===== src/rtl/flpoll_pkg.sv =====
package flpoll_pkg;

   localparam logic [7:0] OP_READ_STATUS = 8'h05;
   localparam logic [7:0] OP_READ_FLAGS  = 8'h70;

   localparam int BUSY_BIT  = 0;
   localparam int LATCH_BIT = 1;
   localparam int READY_BIT = 7;

   typedef enum logic [1:0] {
      ST_IDLE,
      ST_FRAME,
      ST_GAP
   } poll_state_t;

   function automatic logic dev_ready(input logic flag_mode, input logic [7:0] sts);
      return flag_mode ? sts[READY_BIT] : ~sts[BUSY_BIT];
   endfunction

endpackage


===== src/rtl/flpoll_spi_frame.sv =====
module flpoll_spi_frame #(
   parameter int OP_W    = 8,
   parameter int DAT_W   = 8,
   parameter int CLK_DIV = 2
) (
   input  logic             clk,
   input  logic             rst_n,
   input  logic             go_i,
   input  logic [OP_W-1:0]  opcode_i,
   input  logic             miso_i,
   output logic             sck_o,
   output logic             cs_n_o,
   output logic             mosi_o,
   output logic             frame_done_o,
   output logic [DAT_W-1:0] rx_o
);
   localparam int FRAME_BITS = OP_W + DAT_W;
   localparam int BIT_W      = $clog2(FRAME_BITS);
   localparam int DIV_W      = $clog2(CLK_DIV + 1);

   generate
      if (CLK_DIV < 1) begin : g_bad_div
         $error("CLK_DIV must be at least 1");
      end
      if (OP_W < 1 || DAT_W < 1) begin : g_bad_w
         $error("OP_W and DAT_W must be positive");
      end
   endgenerate

   logic             active;
   logic             tick;
   logic [BIT_W-1:0] bitn;
   logic [OP_W-1:0]  txsh;
   logic [DAT_W-1:0] rxsh;

   generate
      if (CLK_DIV == 1) begin : g_div_none
         assign tick = active;
      end else begin : g_div_cnt
         logic [DIV_W-1:0] hcnt;
         always_ff @(posedge clk or negedge rst_n) begin
            if (!rst_n)              hcnt <= '0;
            else if (!active || tick) hcnt <= '0;
            else                      hcnt <= hcnt + 1'b1;
         end
         assign tick = active && (hcnt == DIV_W'(CLK_DIV - 1));
      end
   endgenerate

   always_ff @(posedge clk or negedge rst_n) begin
      if (!rst_n) begin
         active       <= 1'b0;
         sck_o        <= 1'b0;
         cs_n_o       <= 1'b1;
         mosi_o       <= 1'b0;
         frame_done_o <= 1'b0;
         bitn         <= '0;
         txsh         <= '0;
         rxsh         <= '0;
         rx_o         <= '0;
      end else begin
         frame_done_o <= 1'b0;
         if (!active) begin
            if (go_i) begin
               active <= 1'b1;
               cs_n_o <= 1'b0;
               sck_o  <= 1'b0;
               bitn   <= '0;
               mosi_o <= opcode_i[OP_W-1];
               txsh   <= opcode_i << 1;
            end
         end else if (tick) begin
            if (!sck_o) begin
               sck_o <= 1'b1;
               if (bitn >= BIT_W'(OP_W))
                  rxsh <= {rxsh[DAT_W-2:0], miso_i};
            end else begin
               sck_o <= 1'b0;
               if (bitn == BIT_W'(FRAME_BITS - 1)) begin
                  active       <= 1'b0;
                  cs_n_o       <= 1'b1;
                  mosi_o       <= 1'b0;
                  frame_done_o <= 1'b1;
                  rx_o         <= rxsh;
               end else begin
                  bitn   <= bitn + 1'b1;
                  mosi_o <= txsh[OP_W-1];
                  txsh   <= txsh << 1;
               end
            end
         end
      end
   end
endmodule


===== src/rtl/flpoll_ctrl.sv =====
module flpoll_ctrl
   import flpoll_pkg::*;
#(
   parameter int IDLE_W = 8,
   parameter int TMO_W  = 8
) (
   input  logic              clk,
   input  logic              rst_n,
   input  logic              start_i,
   input  logic              flag_mode_i,
   input  logic [IDLE_W-1:0] idle_cycles_i,
   input  logic [TMO_W-1:0]  timeout_polls_i,
   input  logic              frame_done_i,
   input  logic [7:0]        rx_i,
   output logic              go_o,
   output logic [7:0]        opcode_o,
   output logic              busy_o,
   output logic              done_o,
   output logic              timeout_o
);
   generate
      if (IDLE_W < 1 || TMO_W < 1) begin : g_bad_w
         $error("IDLE_W and TMO_W must be positive");
      end
   endgenerate

   poll_state_t       state;
   logic              mode_q;
   logic [IDLE_W-1:0] gap_len;
   logic [IDLE_W-1:0] gap_cnt;
   logic [TMO_W-1:0]  limit;
   logic [TMO_W-1:0]  polls;
   logic              last_poll;

   assign busy_o    = (state != ST_IDLE);
   assign opcode_o  = mode_q ? OP_READ_FLAGS : OP_READ_STATUS;
   assign last_poll = ({1'b0, polls} + 1'b1) >= {1'b0, limit};

   always_ff @(posedge clk or negedge rst_n) begin
      if (!rst_n) begin
         state     <= ST_IDLE;
         mode_q    <= 1'b0;
         gap_len   <= '0;
         gap_cnt   <= '0;
         limit     <= '0;
         polls     <= '0;
         go_o      <= 1'b0;
         done_o    <= 1'b0;
         timeout_o <= 1'b0;
      end else begin
         go_o      <= 1'b0;
         done_o    <= 1'b0;
         timeout_o <= 1'b0;
         unique case (state)
            ST_IDLE: begin
               if (start_i) begin
                  mode_q  <= flag_mode_i;
                  gap_len <= (idle_cycles_i == '0) ? IDLE_W'(1) : idle_cycles_i;
                  limit   <= (timeout_polls_i == '0) ? TMO_W'(1) : timeout_polls_i;
                  polls   <= '0;
                  go_o    <= 1'b1;
                  state   <= ST_FRAME;
               end
            end
            ST_FRAME: begin
               if (frame_done_i) begin
                  if (dev_ready(mode_q, rx_i)) begin
                     done_o <= 1'b1;
                     state  <= ST_IDLE;
                  end else if (last_poll) begin
                     timeout_o <= 1'b1;
                     state     <= ST_IDLE;
                  end else begin
                     polls   <= polls + 1'b1;
                     gap_cnt <= '0;
                     state   <= ST_GAP;
                  end
               end
            end
            ST_GAP: begin
               if (gap_cnt == gap_len - 1'b1) begin
                  go_o  <= 1'b1;
                  state <= ST_FRAME;
               end else begin
                  gap_cnt <= gap_cnt + 1'b1;
               end
            end
            default: state <= ST_IDLE;
         endcase
      end
   end
endmodule


===== src/rtl/flash_busy_poller.sv =====
module flash_busy_poller
   import flpoll_pkg::*;
#(
   parameter int CLK_DIV = 2,
   parameter int IDLE_W  = 8,
   parameter int TMO_W   = 8
) (
   input  logic              clk,
   input  logic              rst_n,
   input  logic              start_i,
   input  logic              flag_mode_i,
   input  logic [IDLE_W-1:0] idle_cycles_i,
   input  logic [TMO_W-1:0]  timeout_polls_i,
   output logic              busy_o,
   output logic              done_o,
   output logic              timeout_o,
   output logic [7:0]        status_o,
   output logic              wel_o,
   output logic              spi_sck_o,
   output logic              spi_cs_n_o,
   output logic              spi_mosi_o,
   input  logic              spi_miso_i
);
   logic       go;
   logic [7:0] opcode;
   logic       frame_done;

   flpoll_ctrl #(
      .IDLE_W (IDLE_W),
      .TMO_W  (TMO_W)
   ) u_ctrl (
      .clk             (clk),
      .rst_n           (rst_n),
      .start_i         (start_i),
      .flag_mode_i     (flag_mode_i),
      .idle_cycles_i   (idle_cycles_i),
      .timeout_polls_i (timeout_polls_i),
      .frame_done_i    (frame_done),
      .rx_i            (status_o),
      .go_o            (go),
      .opcode_o        (opcode),
      .busy_o          (busy_o),
      .done_o          (done_o),
      .timeout_o       (timeout_o)
   );

   flpoll_spi_frame #(
      .OP_W    (8),
      .DAT_W   (8),
      .CLK_DIV (CLK_DIV)
   ) u_frame (
      .clk          (clk),
      .rst_n        (rst_n),
      .go_i         (go),
      .opcode_i     (opcode),
      .miso_i       (spi_miso_i),
      .sck_o        (spi_sck_o),
      .cs_n_o       (spi_cs_n_o),
      .mosi_o       (spi_mosi_o),
      .frame_done_o (frame_done),
      .rx_o         (status_o)
   );

   assign wel_o = status_o[LATCH_BIT];
endmodule


===== config.mk =====
export PLATFORM = sky130hd
export DESIGN_NAME = flash_busy_poller
export DESIGN_NICKNAME = d
export VERILOG_FILES = /design/src/rtl/flpoll_pkg.sv /design/src/rtl/flpoll_spi_frame.sv /design/src/rtl/flpoll_ctrl.sv /design/src/rtl/flash_busy_poller.sv
export SDC_FILE = /design/constraint.sdc
export NUM_CORES = 1
export LEC_CHECK = 0
export BUFFER_PORTS_ARGS = -buffer_cell sky130_fd_sc_hd__buf_2
export CAP_MARGIN = 20
export CORE_MARGIN = 5
export CORE_UTILIZATION = 63
export DETAILED_ROUTE_END_ITERATION = 12
export GPL_TIMING_DRIVEN = 0
export PLACE_DENSITY_LB_ADDON = 0.15
export SLEW_MARGIN = 5
export SYNTH_ARGS = -nofsm -noshare
export SYNTH_HDL_FRONTEND = slang
export SYNTH_SLANG_ARGS = --single-unit

===== constraint.sdc =====
create_clock -name clk -period 5.4 [get_ports clk]
set_clock_uncertainty 0.15 [all_clocks]
set_input_delay 0.27 -clock clk [delete_from_list [all_inputs] [get_ports clk]]
set_output_delay 0.27 -clock clk [all_outputs]
set_load 0.01 [all_outputs]

==> impl_metrics.toml <==
[status]
status = "completed"

[worst_setup_path]
crit_path_frequent_cell = "and3_1"
cp-startpoint = "u_ctrl.polls[2]"
end_kind = "flip-flop"
cp.depth = 11
crit_chain = "and3_1 -> and3_1 -> nand3_1 -> xnor2_1 -> ha_1 -> and3_1 -> a221o_1 -> a311oi_1 -> o21ai_0 -> clkbuf_1 -> a311o_1"
cp_top_family = "compound AO/OA/AOI/OAI gates"
rr_endpoint = "u_ctrl.gap_cnt[5]"
worst_setup_path_start_kind = "flip-flop"
reg2reg_slack_ns = 1.78
path_max_fanout = 10
worst-path-buf-inv = 1
worstSetupPathType = "reg -> reg"
rr_startpoint = "u_ctrl.polls[2]"
cp_slowest_cell = "dfrtp_1"
required_ns = 5.48
worstRegToRegCells = 11
cp.arrival_ns = 3.70
crit_path_end = "u_ctrl.gap_cnt[5]"
cp_slowest_stage_delay_ns = 0.47

[finish]
multi_input_area_sq_um = 1680
antennaDiodeCount = 0
fill_cells = 391
num-nets-final = 445
syn_to_final_growth_pct = 16.6
ff_latch_area_sq_um = 1800
drive_gt1_share_pct = 19.8
fin_area_sq_um = 4220

[sta]
fin_crit_sh_pct = 67.0
slew_headroom_pct = 54.6
setup_violations = 0
fin_hold_ws_ns = 0.00871
finalCriticalPeriod_ns = 3.62
finalMaxSlewViolations = 0
hold_viol_final = 0
rsz0062_at_grt = "false"
max_freq_ghz = 0.276
fin_setup_tns_ns = 0
tightest_slew_ns = 0.674

[power_and_ir_drop]
p_int_uw = 731
irDropWorstVdd_mv = 0.213
leakage_uw = 0.00205
p_clk_share_pct = 41.0
power_uw = 972
swShare_pct = 24.8
powerDensity_nw_per_um2 = 230
seqPwrFrac_pct = 55.8
power.switching_uw = 241
comb_power_share_pct = 3.2

[detailed_routing]
drtIter0Drc = 134
drc_errors = 0
routedWlPerCell_um = 15.3
dr.pass1.iters = 4
wirelength_mm = 7.46
detailroute.via_count = 2804
drtAntennaViolNets = 0
via_per_inst = 5.76

[die]
die_h_um = 85.8
core_area_sq_um = 5540
row_count = 27
die_area_sq_um = 7350
initial_core_util_pct = 65.3
die_width_um = 85.8
io_pins = 36

[clock_network]
cts_root_buf = "clkbuf_8"
cts_tree = "yes"
clk_pin_slew_ns = 0.08
post_cts_buffers = 0
cts_buffers = 9
cts.path.max_buffers = 2
clk_latency_ns = 0.34
htreeDepth = 3
cts_sinks = 72

[placement]
place.gp.congestion = 0.786
hpwl_mm = 5.27
portBuffers = 35
placed_area_sq_um = 3910

[synth]
yosys_warnings = 0
syn_avg_cell_area_sq_um = 10.3
synth_area_sq_um = 3620
synth.largest_area_cell = "dfrtp_1"
synth_edf_count = 0
ys_seq_elements = 72
synth_top_flop_cell = "dfrtp_1"
synth_area_leaders = "dfrtp_1 49%, mux2_2 5.6%, nand2_1 5.3%"
async_flop_share_pct = 100
ys_seq_area_share_pct = 49.9
syn_nets = 386
netlist.area_leader.share_pct = 49.1
syn_inst = 351
synth_cell_types = 53

[grt]
grt_antenna_before_repair = 0
grt_max_degree = 54
gr-total-overflow = 0
grt_pass1_vias = 2928
track_usage_pct = 22.9
grt_pass1_wl_mm = 13.4

[min_path]
hold_start = "flag_mode_i"
min_path_type = "in -> reg"

[flow_run]
cap_viol_max_count = 0
-- cell families (layout without fill, tap and decap cells) --
logic type	Yosys count	count (layout)	synth area share, %
compound gates	64	64	12.4
flops	72	72	49.9
buf+inv	30	94	3.56
xor+xnor	15	15	3.63
simple gates	137	137	19.8
fa+ha+maj	14	14	4.84
mux	19	19	5.88
-- cell usage in the layout (no fill, tap or decap), drive strengths merged, types with 2 or more instances in the layout --
master,count
a21o,5
a21oi,7
a22o,5
a311o,4
and2,3
and3,8
buf,40
clkbuf,17
clkinv,3
dfrtp,71
dlygate4sd3,12
ha,14
inv,20
mux2,18
nand2,52
nand2b,8
nand3,16
nand4b,2
nor2,17
nor2b,8
nor3,2
nor3b,2
nor4,8
o211ai,8
o21ai,22
o31ai,2
or3b,2
or4,4
xnor2,7
xor2,8
-- worst reg2reg max path: cells and delay by family (launching register included) --
kind,cells,cell delay [ns]
xor gates and xnor gates,1,0.22
AOI/OAI and AO/OA,4,1.31
and+or+nand+nor,4,0.71
adders and majority gates,1,0.29
buffers and inverters,1,0.34
DFF,1,0.47
-- layout make-up --
| type | instances | area share [%] |
|---|---|---|
| flip-flops and latches | 72 | 42.7 |
| multi-input cells | 249 | 39.9 |
| repair buffers | 48 | 7.71 |
| clock buffers | 9 | 2.94 |
| well taps | 72 | 2.14 |
| plain buffers | 13 | 1.54 |
| inverters | 17 | 1.51 |
| clock inverters | 7 | 1.48 |
-- Yosys cell counts (all sizes together) (14+ instances only) --
cell type and count:
nand2 52, o21ai 22, dfrtp 71, nor2 17, nand3 16, inv 17
mux2 18, ha 14
-- per-stage QoR --
stage / cells / worst slack (ns) / util [%]
after floorplan: 351 / 2.39 / -
after global placement: 458 / 1.99 / 70.1
after detailed placement: 459 / 1.91 / 70.6
after CTS: 487 / 1.85 / 76.1
after global routing: 487 / 1.59 / 76.1
final: 487 / 1.78 / 76.1
-- power groups by stage --
stage               clock [uW]  sequential (uW)  combinational, uW
detailed placement           0              553               24.7
CTS                        407              542               31.5
global route               438              542               35.5
finish                     398              542               31.4
floorplan                    0              552               2.46
global placement             0              552               21.3
-- flip-flops by register name (all words and copies together), names as in the netlist, 2 cells and up --
signal,flops
u_ctrl.gap_len,8
u_frame.rxsh,8
u_frame.g_div_cnt.hcnt,2
u_frame.txsh,7
u_frame.rx_o,8
u_ctrl.limit,8
u_frame.bitn,4
u_ctrl.polls,8
u_ctrl.state,2
u_ctrl.gap_cnt,8
-- routing by layer --
metal	track usage, %	share of wire, %	up-vias	routed length, um
li1	-	-	1376	-
met1	29.0	45	1362	3330
met2	37.9	51	52	3770
met3	4.42	2.8	14	209
met4	10.8	2.0	0	146
met5	0	0	-	0
-- timing repair --
action / CTS / global route
resized for setup: 0 / 0
hold endpoints to repair: 61 / 0
hold buffers: 12 / 0
-- how the worst min path moves through the flow --
stage                                 to  slack [ns]  cells past startpoint
3_5_place_dp           u_ctrl.gap_len[4]        0.03                      1
3_3_place_gp   u_frame.g_div_cnt.hcnt[0]        0.27                      1
2_1_floorplan              u_ctrl.done_o       -0.18                      0
4_1_cts                  u_ctrl.limit[5]       0.007                      3
5_1_grt                    u_ctrl.mode_q       0.008                      3
6_report                   u_ctrl.mode_q       0.009                      3
Power figures use the tool's default switching activity.
